==> src/rtl/slotarb_pkg.sv <==
package slotarb_pkg;
  localparam int ADDR_W     = 16;
  localparam int NUM_SLOTS  = 8;
  localparam int SLOT_W     = $clog2(NUM_SLOTS);
  localparam int PAGE_OFF_W = 8;
  localparam int XWIN_OFF_W = 11;
  localparam int DEV_OFF_W  = 4;
  localparam int DATA_W     = 8;

  // Fixed map points the decode relies on
  localparam logic [7:0]        IO_PAGE_HI  = 8'hC0;
  localparam logic [4:0]        SLOT_PG_HI  = 5'b11000;  // $C000-$C7FF
  localparam logic [4:0]        XWIN_HI     = 5'b11001;  // $C800-$CFFF
  localparam logic [ADDR_W-1:0] XWIN_LAST   = 16'hCFFF;
  localparam logic [6:0]        SW_INT_PAIR = 7'h03;     // $C006/$C007
  localparam logic [6:0]        SW_C3_PAIR  = 7'h05;     // $C00A/$C00B
  localparam logic [7:0]        ST_INT_LO   = 8'h15;
  localparam logic [7:0]        ST_C3_LO    = 8'h17;
  localparam logic [SLOT_W-1:0] SHARED_SLOT = SLOT_W'(3);

  typedef struct packed {
    logic              int_all;
    logic              slot3_card;
    logic              win_lock;
    logic              owner_vld;
    logic [SLOT_W-1:0] owner;
  } arb_state_t;

  typedef struct packed {
    logic              sw_int_wr;
    logic              sw_c3_wr;
    logic              sw_val;
    logic              lock_set;
    logic              lock_clr;
    logic              claim;
    logic [SLOT_W-1:0] claim_slot;
  } arb_event_t;
endpackage

==> src/rtl/slotarb_decode.sv <==
module slotarb_decode
  import slotarb_pkg::*;
(
  input  logic                    valid_i,
  input  logic                    write_i,
  input  logic [ADDR_W-1:0]       addr_i,
  input  arb_state_t              st_i,
  output logic                    rom_sel_o,
  output logic [NUM_SLOTS-1:0]    page_sel_o,
  output logic [NUM_SLOTS-1:0]    xstrobe_sel_o,
  output logic [NUM_SLOTS-1:0]    dev_sel_o,
  output logic [PAGE_OFF_W-1:0]   page_off_o,
  output logic [XWIN_OFF_W-1:0]   xwin_off_o,
  output logic [DEV_OFF_W-1:0]    dev_reg_o,
  output arb_event_t              ev_o
);
  logic              in_io, in_slot_pg, in_xwin, at_last;
  logic [SLOT_W-1:0] slot;
  logic              c3_internal, page_card, win_internal;
  logic              take_page, take_xwin, take_dev;

  always_comb begin
    in_io        = addr_i[ADDR_W-1:8] == IO_PAGE_HI;
    in_slot_pg   = (addr_i[ADDR_W-1:11] == SLOT_PG_HI) && !in_io;
    in_xwin      = addr_i[ADDR_W-1:11] == XWIN_HI;
    at_last      = addr_i == XWIN_LAST;
    slot         = addr_i[10:8];
    c3_internal  = (slot == SHARED_SLOT) && !st_i.slot3_card;
    page_card    = in_slot_pg && !st_i.int_all && !c3_internal;
    win_internal = st_i.int_all || st_i.win_lock;

    take_page = valid_i && page_card;
    take_xwin = valid_i && in_xwin && !at_last && !win_internal && st_i.owner_vld;
    take_dev  = valid_i && in_io && addr_i[7];

    rom_sel_o = valid_i && ((in_slot_pg && !page_card) || (in_xwin && win_internal));

    page_off_o = addr_i[PAGE_OFF_W-1:0];
    xwin_off_o = addr_i[XWIN_OFF_W-1:0];
    dev_reg_o  = addr_i[DEV_OFF_W-1:0];

    ev_o.sw_int_wr  = valid_i && write_i && in_io && (addr_i[7:1] == SW_INT_PAIR);
    ev_o.sw_c3_wr   = valid_i && write_i && in_io && (addr_i[7:1] == SW_C3_PAIR);
    ev_o.sw_val     = addr_i[0];
    ev_o.lock_set   = valid_i && in_slot_pg && c3_internal;
    ev_o.lock_clr   = valid_i && at_last;
    ev_o.claim      = take_page;
    ev_o.claim_slot = slot;
  end

  for (genvar s = 0; s < NUM_SLOTS; s++) begin : g_slot
    assign page_sel_o[s]    = take_page && (slot == SLOT_W'(s));
    assign xstrobe_sel_o[s] = take_xwin && (st_i.owner == SLOT_W'(s));
    assign dev_sel_o[s]     = take_dev && (addr_i[6:4] == SLOT_W'(s));
  end
endmodule

==> src/rtl/slotarb_regs.sv <==
module slotarb_regs
  import slotarb_pkg::*;
(
  input  logic       clk,
  input  logic       rst_n,
  input  arb_event_t ev_i,
  output arb_state_t st_o
);
  arb_state_t st_q;

  always_ff @(posedge clk or negedge rst_n) begin
    if (!rst_n) begin
      st_q <= '0;
    end else begin
      if (ev_i.sw_int_wr) st_q.int_all    <= ev_i.sw_val;
      if (ev_i.sw_c3_wr)  st_q.slot3_card <= ev_i.sw_val;
      if (ev_i.lock_clr) begin
        st_q.win_lock  <= 1'b0;
        st_q.owner_vld <= 1'b0;
      end else begin
        if (ev_i.lock_set) st_q.win_lock <= 1'b1;
        if (ev_i.claim) begin
          st_q.owner_vld <= 1'b1;
          st_q.owner     <= ev_i.claim_slot;
        end
      end
    end
  end

  assign st_o = st_q;
endmodule

==> src/rtl/slotarb_status.sv <==
module slotarb_status
  import slotarb_pkg::*;
(
  input  logic              valid_i,
  input  logic              write_i,
  input  logic [ADDR_W-1:0] addr_i,
  input  logic              int_all_i,
  input  logic              slot3_card_i,
  output logic              hit_o,
  output logic [DATA_W-1:0] data_o
);
  logic in_io, is_int, is_c3;

  always_comb begin
    in_io  = addr_i[ADDR_W-1:8] == IO_PAGE_HI;
    is_int = in_io && (addr_i[7:0] == ST_INT_LO);
    is_c3  = in_io && (addr_i[7:0] == ST_C3_LO);
    hit_o  = valid_i && !write_i && (is_int || is_c3);
    data_o = '0;
    if (hit_o) data_o[DATA_W-1] = is_int ? int_all_i : slot3_card_i;
  end
endmodule

==> src/rtl/slot_rom_arbiter.sv <==
module slot_rom_arbiter
  import slotarb_pkg::*;
(
  input  logic                  clk,
  input  logic                  rst_n,
  input  logic                  acc_valid,
  input  logic                  acc_write,
  input  logic [ADDR_W-1:0]     acc_addr,
  output logic                  rom_sel,
  output logic [NUM_SLOTS-1:0]  page_sel,
  output logic [NUM_SLOTS-1:0]  xstrobe_sel,
  output logic [NUM_SLOTS-1:0]  dev_sel,
  output logic [PAGE_OFF_W-1:0] page_off,
  output logic [XWIN_OFF_W-1:0] xwin_off,
  output logic [DEV_OFF_W-1:0]  dev_reg,
  output logic                  stat_hit,
  output logic [DATA_W-1:0]     stat_data,
  output logic                  int_all,
  output logic                  slot3_card,
  output logic                  win_lock
);
  arb_state_t st;
  arb_event_t ev;

  slotarb_decode u_decode (
    .valid_i       (acc_valid),
    .write_i       (acc_write),
    .addr_i        (acc_addr),
    .st_i          (st),
    .rom_sel_o     (rom_sel),
    .page_sel_o    (page_sel),
    .xstrobe_sel_o (xstrobe_sel),
    .dev_sel_o     (dev_sel),
    .page_off_o    (page_off),
    .xwin_off_o    (xwin_off),
    .dev_reg_o     (dev_reg),
    .ev_o          (ev)
  );

  slotarb_regs u_regs (
    .clk   (clk),
    .rst_n (rst_n),
    .ev_i  (ev),
    .st_o  (st)
  );

  slotarb_status u_status (
    .valid_i      (acc_valid),
    .write_i      (acc_write),
    .addr_i       (acc_addr),
    .int_all_i    (st.int_all),
    .slot3_card_i (st.slot3_card),
    .hit_o        (stat_hit),
    .data_o       (stat_data)
  );

  assign int_all    = st.int_all;
  assign slot3_card = st.slot3_card;
  assign win_lock   = st.win_lock;
endmodule

==> config.mk <==
export PLATFORM = sky130hd
export DESIGN_NAME = slot_rom_arbiter
export DESIGN_NICKNAME = d
export VERILOG_FILES = /design/src/rtl/slotarb_pkg.sv /design/src/rtl/slotarb_decode.sv /design/src/rtl/slotarb_regs.sv /design/src/rtl/slotarb_status.sv /design/src/rtl/slot_rom_arbiter.sv
export SDC_FILE = /design/constraint.sdc
export NUM_CORES = 1
export LEC_CHECK = 0
export ABC_CLOCK_PERIOD_IN_PS = 2000
export CORE_MARGIN = 5
export CORE_UTILIZATION = 30
export DETAILED_ROUTE_END_ITERATION = 10
export DONT_BUFFER_PORTS = 1
export GPL_TIMING_DRIVEN = 1
export PLACE_DENSITY = 0.48
export SYNTH_ARGS = -nofsm -noshare
export SYNTH_HDL_FRONTEND = slang
export SYNTH_SLANG_ARGS = --single-unit
==> constraint.sdc <==
create_clock -name clk -period 2 [get_ports clk]
set_clock_uncertainty 0.2 [all_clocks]
set_input_delay 0.3 -clock clk [delete_from_list [all_inputs] [get_ports clk]]
set_output_delay 0.3 -clock clk [all_outputs]
set_load 0.01 [all_outputs]
# ---- After elaboration in Yosys (flattened, before gate mapping)
# Cells that the tools add are included.
dict set report op_classes {
  n_bitwise 1
  n_eq_ne 29
  reduce_logical 66
  muxes 5
}
# operator n
set op_table {}
lappend op_table {{1-bit logical AND} 49}
lappend op_table {{3-bit equality test (second input constant)} 12}
lappend op_table {{3-bit by 2-bit equality test with 1-bit output (second input constant)} 6}
lappend op_table {{16-bit equality test (second input constant)} 1}
lappend op_table {{8-bit by 5-bit equality test with 1-bit output (second input constant)} 2}
lappend op_table {{5-bit equality test (second input constant)} 2}
lappend op_table {{3-bit by 1-bit equality test with 1-bit output (second input constant)} 3}
lappend op_table {{3-bit zero test} 3}
lappend op_table {{8-bit equality test (second input constant)} 1}
lappend op_table {{1-bit zero test} 8}
lappend op_table {{7-bit by 2-bit equality test with 1-bit output (second input constant)} 1}
lappend op_table {{7-bit by 3-bit equality test with 1-bit output (second input constant)} 1}
lappend op_table {{4-bit 2-to-1 mux} 1}
lappend op_table {{2-bit nonzero test} 2}
lappend op_table {{1-bit logical OR} 3}
lappend op_table {{1-bit 2-to-1 mux} 3}
lappend op_table {{2-bit 2-to-1 mux} 1}
lappend op_table {{2-bit AND reduction} 1}
lappend op_table {{1-bit inverter} 1}
dict set report word_totals {
  input_bits 20
  out_inout_bits 60
  wordCells 106
  register_bits 7
}

# ---- Longest topological paths before layout
# Gate-level depths: netlist (run 1).
dict set report depth {
  depth_word 9
  depth_mapped 5
}

# ---- Cells and area by module
# Synthesis (run 1) repeated with hierarchy kept, for this count alone.
dict set report hier_totals {
  cells_unflattened 141
  hier_area_um2 1079.8
}
# module area_each_um2 n_inst cells_per_inst
set modules_own_cells {}
lappend modules_own_cells {slotarb_decode 679.4 1 106}
lappend modules_own_cells {slotarb_regs 271.5 1 17}
lappend modules_own_cells {slotarb_status 128.9 1 18}

# ---- Worst setup path before layout (run 1)
# No wires, ideal clock.
dict set report synth_path {
  kind {in2out}
  startpoint {input acc_addr[11]}
  endpoint {output page_sel[1]}
  t_arrival_ns 1.414
  path_buffers 1
  stages 4
  required_ns 1.500
  slack_ns 0.086
  cell_sequence {buf_2 -> nor4_1 -> o21ai_1 -> nor3_1}
}
dict set report synth_via {
  elab_chain_cells 7
  elab_cells_between_ends 8
  classes_between {eq/ne (2); reduce/logical (6)}
}
# item line
set synth_rtl {}
lappend synth_rtl {{start: declaration} slot_rom_arbiter.sv:8} ;# input logic [ADDR_W-1:0] acc_addr,
lappend synth_rtl {{8-bit equality test} slotarb_decode.sv:23} ;# in_io = addr_i[ADDR_W-1:8] == IO_PAGE_HI;
lappend synth_rtl {{1-bit zero test} slotarb_decode.sv:24} ;# in_slot_pg = (addr_i[ADDR_W-1:11] == SLOT_PG_HI) && !in_io;
lappend synth_rtl {{1-bit logical AND (*)} slotarb_decode.sv:24}
lappend synth_rtl {{1-bit logical AND (*) (2 in a row)} slotarb_decode.sv:29} ;# page_card = in_slot_pg && !st_i.int_all && !c3_internal;
lappend synth_rtl {{1-bit logical AND (*)} slotarb_decode.sv:32} ;# take_page = valid_i && page_card;
lappend synth_rtl {{1-bit logical AND (*)} slotarb_decode.sv:52} ;# assign page_sel_o[s] = take_page && (slot == SLOT_W'(s));
lappend synth_rtl {{end: declaration} slot_rom_arbiter.sv:10} ;# output logic [NUM_SLOTS-1:0] page_sel,
# Mark *: on every way between the ends. The rest lies on a longest branch, timed or not.

# ---- Worst setup path in the final report (run 1)
dict set report layout_path {
  startpoint {input acc_addr[6]}
  endpoint {output xstrobe_sel[0]}
}
dict set report layout_via {
  elab_chain_cells 6
}
# item line
set layout_rtl {}
lappend layout_rtl {{16-bit equality test} slotarb_decode.sv:26} ;# at_last = addr_i == XWIN_LAST;
lappend layout_rtl {{1-bit zero test} slotarb_decode.sv:33} ;# take_xwin = valid_i && in_xwin && !at_last && !win_internal && st_i.owner_vld;
lappend layout_rtl {{1-bit logical AND (3 in a row)} slotarb_decode.sv:33}
lappend layout_rtl {{1-bit logical AND} slotarb_decode.sv:53} ;# assign xstrobe_sel_o[s] = take_xwin && (st_i.owner == SLOT_W'(s));
lappend layout_rtl {{end: declaration} slot_rom_arbiter.sv:11} ;# output logic [NUM_SLOTS-1:0] xstrobe_sel,
# No other way between the ends.

==> impl_metrics.toml, run 1 <==
[sta]
hold_violations = 0
setup_tns_ns = 0
hold_ws_ns = 0.0995
setup_violations = 0
fmax_mhz = 512
rsz0062_at_grt = "yes"
period_minus_slack_ns = 1.95
period_share = 0.977
slew_viol_final = 0

[global_routing]
grt_usage = 0.114
grt_pass1_wl_mm = 3.96
grt_overflow = 0
antenna_found_initial = 0
grt_max_degree = 13
first_global_vias = 830

[route]
wl_met1_mm = 1.05
drc = 0
ant_nets = 0
met3_length_um = 276
route.met2.wl_mm = 1.23
highest_layer = "met4"
wirelength_mm = 2.58
firstDrtPassIters = 4
num_vias = 860
routedWlPerCell_um = 15.4
vias_per_cell = 5.15
drt_iter0_markers = 13

[yosys]
avgSynthCellArea_um2 = 7.55
async_reset_ff_frac = 1.00
synthesis.area_um2 = 936
synth_top_area_frac = 0.249
yosys.area.top_type = "buf_4"
yosysSeqAreaShare = 0.187
yosysUniqueCellTypes = 35
synth_area_leaders = "buf_4 (25%), dfrtp_1 (19%), nor2_1 (6.8%)"
syn_inst = 124
synth-seq-cells = 7
synth_edf_count = 0
synth_flop_cell = "dfrtp_1"
yosys_warnings = 0

[layout]
antenna_cells = 0
drive_above_1_share = 0.260
final_util = 0.333
fin_area_um2 = 1010
largest_reg_flops = 7
area_growth_pct = 7.62
final_nets = 144
final_cells = 167

[pwr]
vdd_drop_max_v = 0.000140
powerDensity_nw_per_um2 = 375
p_leak_nw = 0.401

[worst_setup_path]
required_ns = 1.50
critPathCaptureType = "output pin"
worst-path-max-fanout = 7
startpoint_type = "input port"
cp.arrival_ns = 1.45
criticalPathCategory = "in2out"

[clock_tree]
cts_tree = "yes"
htree_levels = 1
numCtsBuffers = 3
worstSkewPairLatency_ns = 0.24
clkTransAtPathRegs_ns = 0.05
cts-root-buf = "clkbuf_4"
cts.sinks = 7
clockBufferDepth = 2

[run]
drv_cap = 0

[floorplanning]
die_area_um2 = 4340
fp.dieH_um = 65.9
rows = 20
die_width_um = 65.9
io_pins = 80
core-area_um2 = 3030
start_util = 0.309

[place]
dp_cells = 156
place.port_buffers = 0
place.gp.congestion = 0.798
placed_cell_area_um2 = 881
post-dp-hpwl_mm = 2.10

[hold_path]
hp-class = "in2reg"

[run_status]
status = "finished, final reports clean"
cells by family (layout without fill, tap and decap cells):
kind of cell,Yosys count,after routing,synth area share
AND/OR/NAND/NOR,66,66,0.416
flip-flops,7,7,0.187
buffers and inverters,36,28,0.270
AO/OA/AOI/OAI,10,10,0.0749
other,1,8,0.00401
multiplexers,4,4,0.0481
cells in the final DEF (no fill, tap or decap), types with 4 or more instances in the layout:
cell           netlist  final
dfrtp_1              7      6
nor4_1               7      6
nor3_1               9      9
buf_4               31     15
nor2_1              17     14
dlygate4sd3_1        0      6
nand2b_1             4      4
nand2_1              8      8
conb_1               1      8
timing repair:
item,4_1_cts,5_1_grt
hold endpoints to repair,14,0
hold buffers,6,0
setup buffers,0,1
setup endpoints to repair,5,9
resized for setup,4,4
gates cloned,0,0
worst max-delay path, cell delays in order:
cell	delay [ns]
nand4_1	0.11
or4_1	0.59
nand4b_1	0.22
nor4_1	0.08
buf_4	0.15
layout make-up:
type / instances / area [um2]
Clock buffer: 4 / 26.3
Fill cell: 330 / 2020
Inverter: 3 / 11.3
Multi-Input combinational cell: 88 / 566
Sequential cell: 7 / 176
Tap cell: 44 / 55.1
Timing Repair Buffer: 21 / 173
synthesized netlist by cell type (3+ instances only):
library cell,n
a31oi_1,3
buf_4,31
dfrtp_1,7
inv_1,3
nand2_1,8
nand2b_1,4
nand3_1,3
nand4_1,3
nor2_1,17
nor3_1,9
nor4_1,7
routing by layer:
metal | global-route usage | up-vias
met3 | 0.0425 | 5
met4 | 0.0544 | 0
met5 | 0 | -
met1 | 0.131 | 403
met2 | 0.186 | 47
li1 | - | 405
path summary, 6_finish.rpt:
check,start,slack [ns],endpoint,cells past startpoint
worst max-delay path,acc_addr[6],0.05,xstrobe_sel[0],5
worst min-delay path,acc_addr[11],0.1,u_regs.st_o[4],3
worst max register to register,u_regs.st_o[5],0.42,u_regs.st_o[1],4
worst min register to register,u_regs.st_o[1],0.34,u_regs.st_o[1],1
max in group asynchronous,rst_n,1.14,u_regs.st_o[6],1
min in group asynchronous,rst_n,0.19,u_regs.st_o[1],1
power breakdown:
group / switching (W) / internal (W)
combinational: 0.0000389 / 0.0000402
sequential: 0.0000190 / 0.000155
clock: 0.0000493 / 0.0000759
total: 0.000107 / 0.000271
metrics by stage:
stage          total power [W]  worst slack, ns
2_1_floorplan         0.000287           0.0863
3_3_place_gp          0.000236           0.0940
3_5_place_dp          0.000238           0.0770
4_1_cts               0.000383           0.0447
5_1_grt               0.000405          -0.0235
6_report              0.000378           0.0457
Power figures use the tool's default switching activity.
==> run 2, diff against run 1 <==
Settings changed: ABC_CLOCK_PERIOD_IN_PS 2000 to 2350.
Clock period 2 ns to 2.35 ns, I/O delays scaled along.
==> run 2 against run 1 <==
- worst hold slack lost 0.091 ns
- combinational power down 25%
- sequential share of layout area is 2.7 points higher
- global-route usage up 0.063 points
- critical path depth decreased by 2
- non-clock buffer count decreased by 13
- cell count decreased by 7.8%
- largest cell class unchanged
- largest power group unchanged
==> impl_metrics.toml, run 2 (synthesis results as in run 1) <==
[worst_setup_path]
worst-path-max-fanout = 6
worstReg2RegStart = "u_regs.st_o[5]"
required_ns = 1.80
cp.arrival_ns = 1.59
r2r_slack_ns = 0.55
cp_cell_sequence = "nor4_1 -> o21ai_1 -> nor3_1"
r2r_cells = 4
cpMaxStageDelayCell = "dfrtp_1"
criticalPathCategory = "reg2out"
cp-startpoint = "u_regs.st_o[6]"
cp_top_family = "simple AND/OR/NAND/NOR gates"
slowest_delay_ns = 0.43
path_buf_inv = 0
critPathCaptureType = "output pin"
worstSetupPathDepth = 3
startpoint_type = "flip-flop"

[layout]
layout_common_cells = "nor2_1 (16), nor3_1 (9), nand2_1 (8), conb_1 (8)"
final_cells = 154
final_nets = 131
antenna_cells = 0
layout_commonest_cell = "nor2_1"
drive_above_1_share = 0.173
fillCellCount = 327
largest_reg_flops = 7
final_util = 0.286
area_growth_pct = -7.35

[place]
place.port_buffers = 0
place.gp.congestion = 0.718
post-dp-hpwl_mm = 2.04
dp_cells = 149

[hold_path]
min-delay-start = "acc_addr[11]"
hp-class = "in2reg"
hold_depth = 1

[route]
drt_iter0_markers = 12
firstDrtPassIters = 4
routedWlPerCell_um = 15.6
num_vias = 810
drc = 0
vias_per_cell = 5.26
wirelength_mm = 2.40
ant_nets = 0

[floorplanning]
die_area_um2 = 4340
io_pins = 80
start_util = 0.309
fp.dieH_um = 65.9
core-area_um2 = 3030
rows = 20
die_width_um = 65.9

[pwr]
vdd_drop_max_v = 0.000141
p_total_w = 0.000312
powerDensity_nw_per_um2 = 360
p_leak_nw = 0.335

[clock_tree]
cts-root-buf = "clkbuf_4"
cts_tree = "yes"
worstSkewPairLatency_ns = 0.24
cts.sinks = 7
numCtsBuffers = 3
clockBufferDepth = 2
clkTransAtPathRegs_ns = 0.05
htree_levels = 1

[sta]
setup_violations = 0
period_minus_slack_ns = 2.14
slew_viol_final = 0
rsz0062_at_grt = "no"
hold_violations = 0
period_share = 0.912
fmax_mhz = 466
setup_tns_ns = 0
hold_ws_ns = 0.00887

[global_routing]
grt_usage = 0.115
grt_overflow = 0
grt_pass1_wl_mm = 3.90
antenna_found_initial = 0
grt_max_degree = 13
first_global_vias = 781

[run]
drv_cap = 0

[run_status]
status = "finished, final reports clean"
## run 2: layer usage
metal / share of wire / GRT usage / up-vias / wire length, um
met5: 0 / 0 / - / 0
met4: 0.014 / 0.0259 / 0 / 34
met3: 0.11 / 0.0442 / 8 / 274
met2: 0.48 / 0.193 / 47 / 1140
met1: 0.40 / 0.138 / 375 / 949
li1: - / - / 380 / -
## run 2: area by class of cell
| cell class | count | area, um2 | area share |
|---|---|---|---|
| Inverter | 3 | 11.3 | 0.0130 |
| Timing Repair Buffer | 8 | 62.6 | 0.0722 |
| Clock buffer | 4 | 26.3 | 0.0303 |
| Tap cell | 44 | 55.1 | 0.0635 |
| Multi-Input combinational cell | 88 | 537 | 0.619 |
| Sequential cell | 7 | 175 | 0.202 |
## run 2: path summary, 6_finish.rpt
check / end
min: u_regs.st_o[4]
max reg2reg: u_regs.st_o[0]
max in group asynchronous: u_regs.st_o[6]
min in group asynchronous: u_regs.st_o[2]
min reg2reg: u_regs.st_o[1]
max: page_sel[2]
## run 2: what timing repair did
| item | CTS | global route |
|---|---|---|
| resized for setup | 0 | 1 |
| endpoints found under the setup margin | 0 | 1 |
| setup buffers | 0 | 0 |
| hold buffers | 1 | 0 |
| endpoints found under the hold margin | 7 | 0 |
## run 2: report_power, final
group | internal (W) | switching, W
Sequential | 0.000132 | 0.0000154
Combinational | 0.0000278 | 0.0000312
Clock | 0.0000646 | 0.0000411
Total | 0.000224 | 0.0000877
## run 2: stage by stage
step | setup slack [ns] | area (um2)
after floorplan | 0.331 | 962
after global placement | 0.290 | 828
after detailed placement | 0.265 | 828
after CTS | 0.113 | 865
after global routing | 0.0500 | 867
final | 0.206 | 867
## run 2: worst reg2reg max path, delay by kind of cell, from the launching register on
family	cells	cell delay [ns]
buf+inv	1	0.19
compound gates	2	0.48
mux	1	0.34
flops	1	0.49
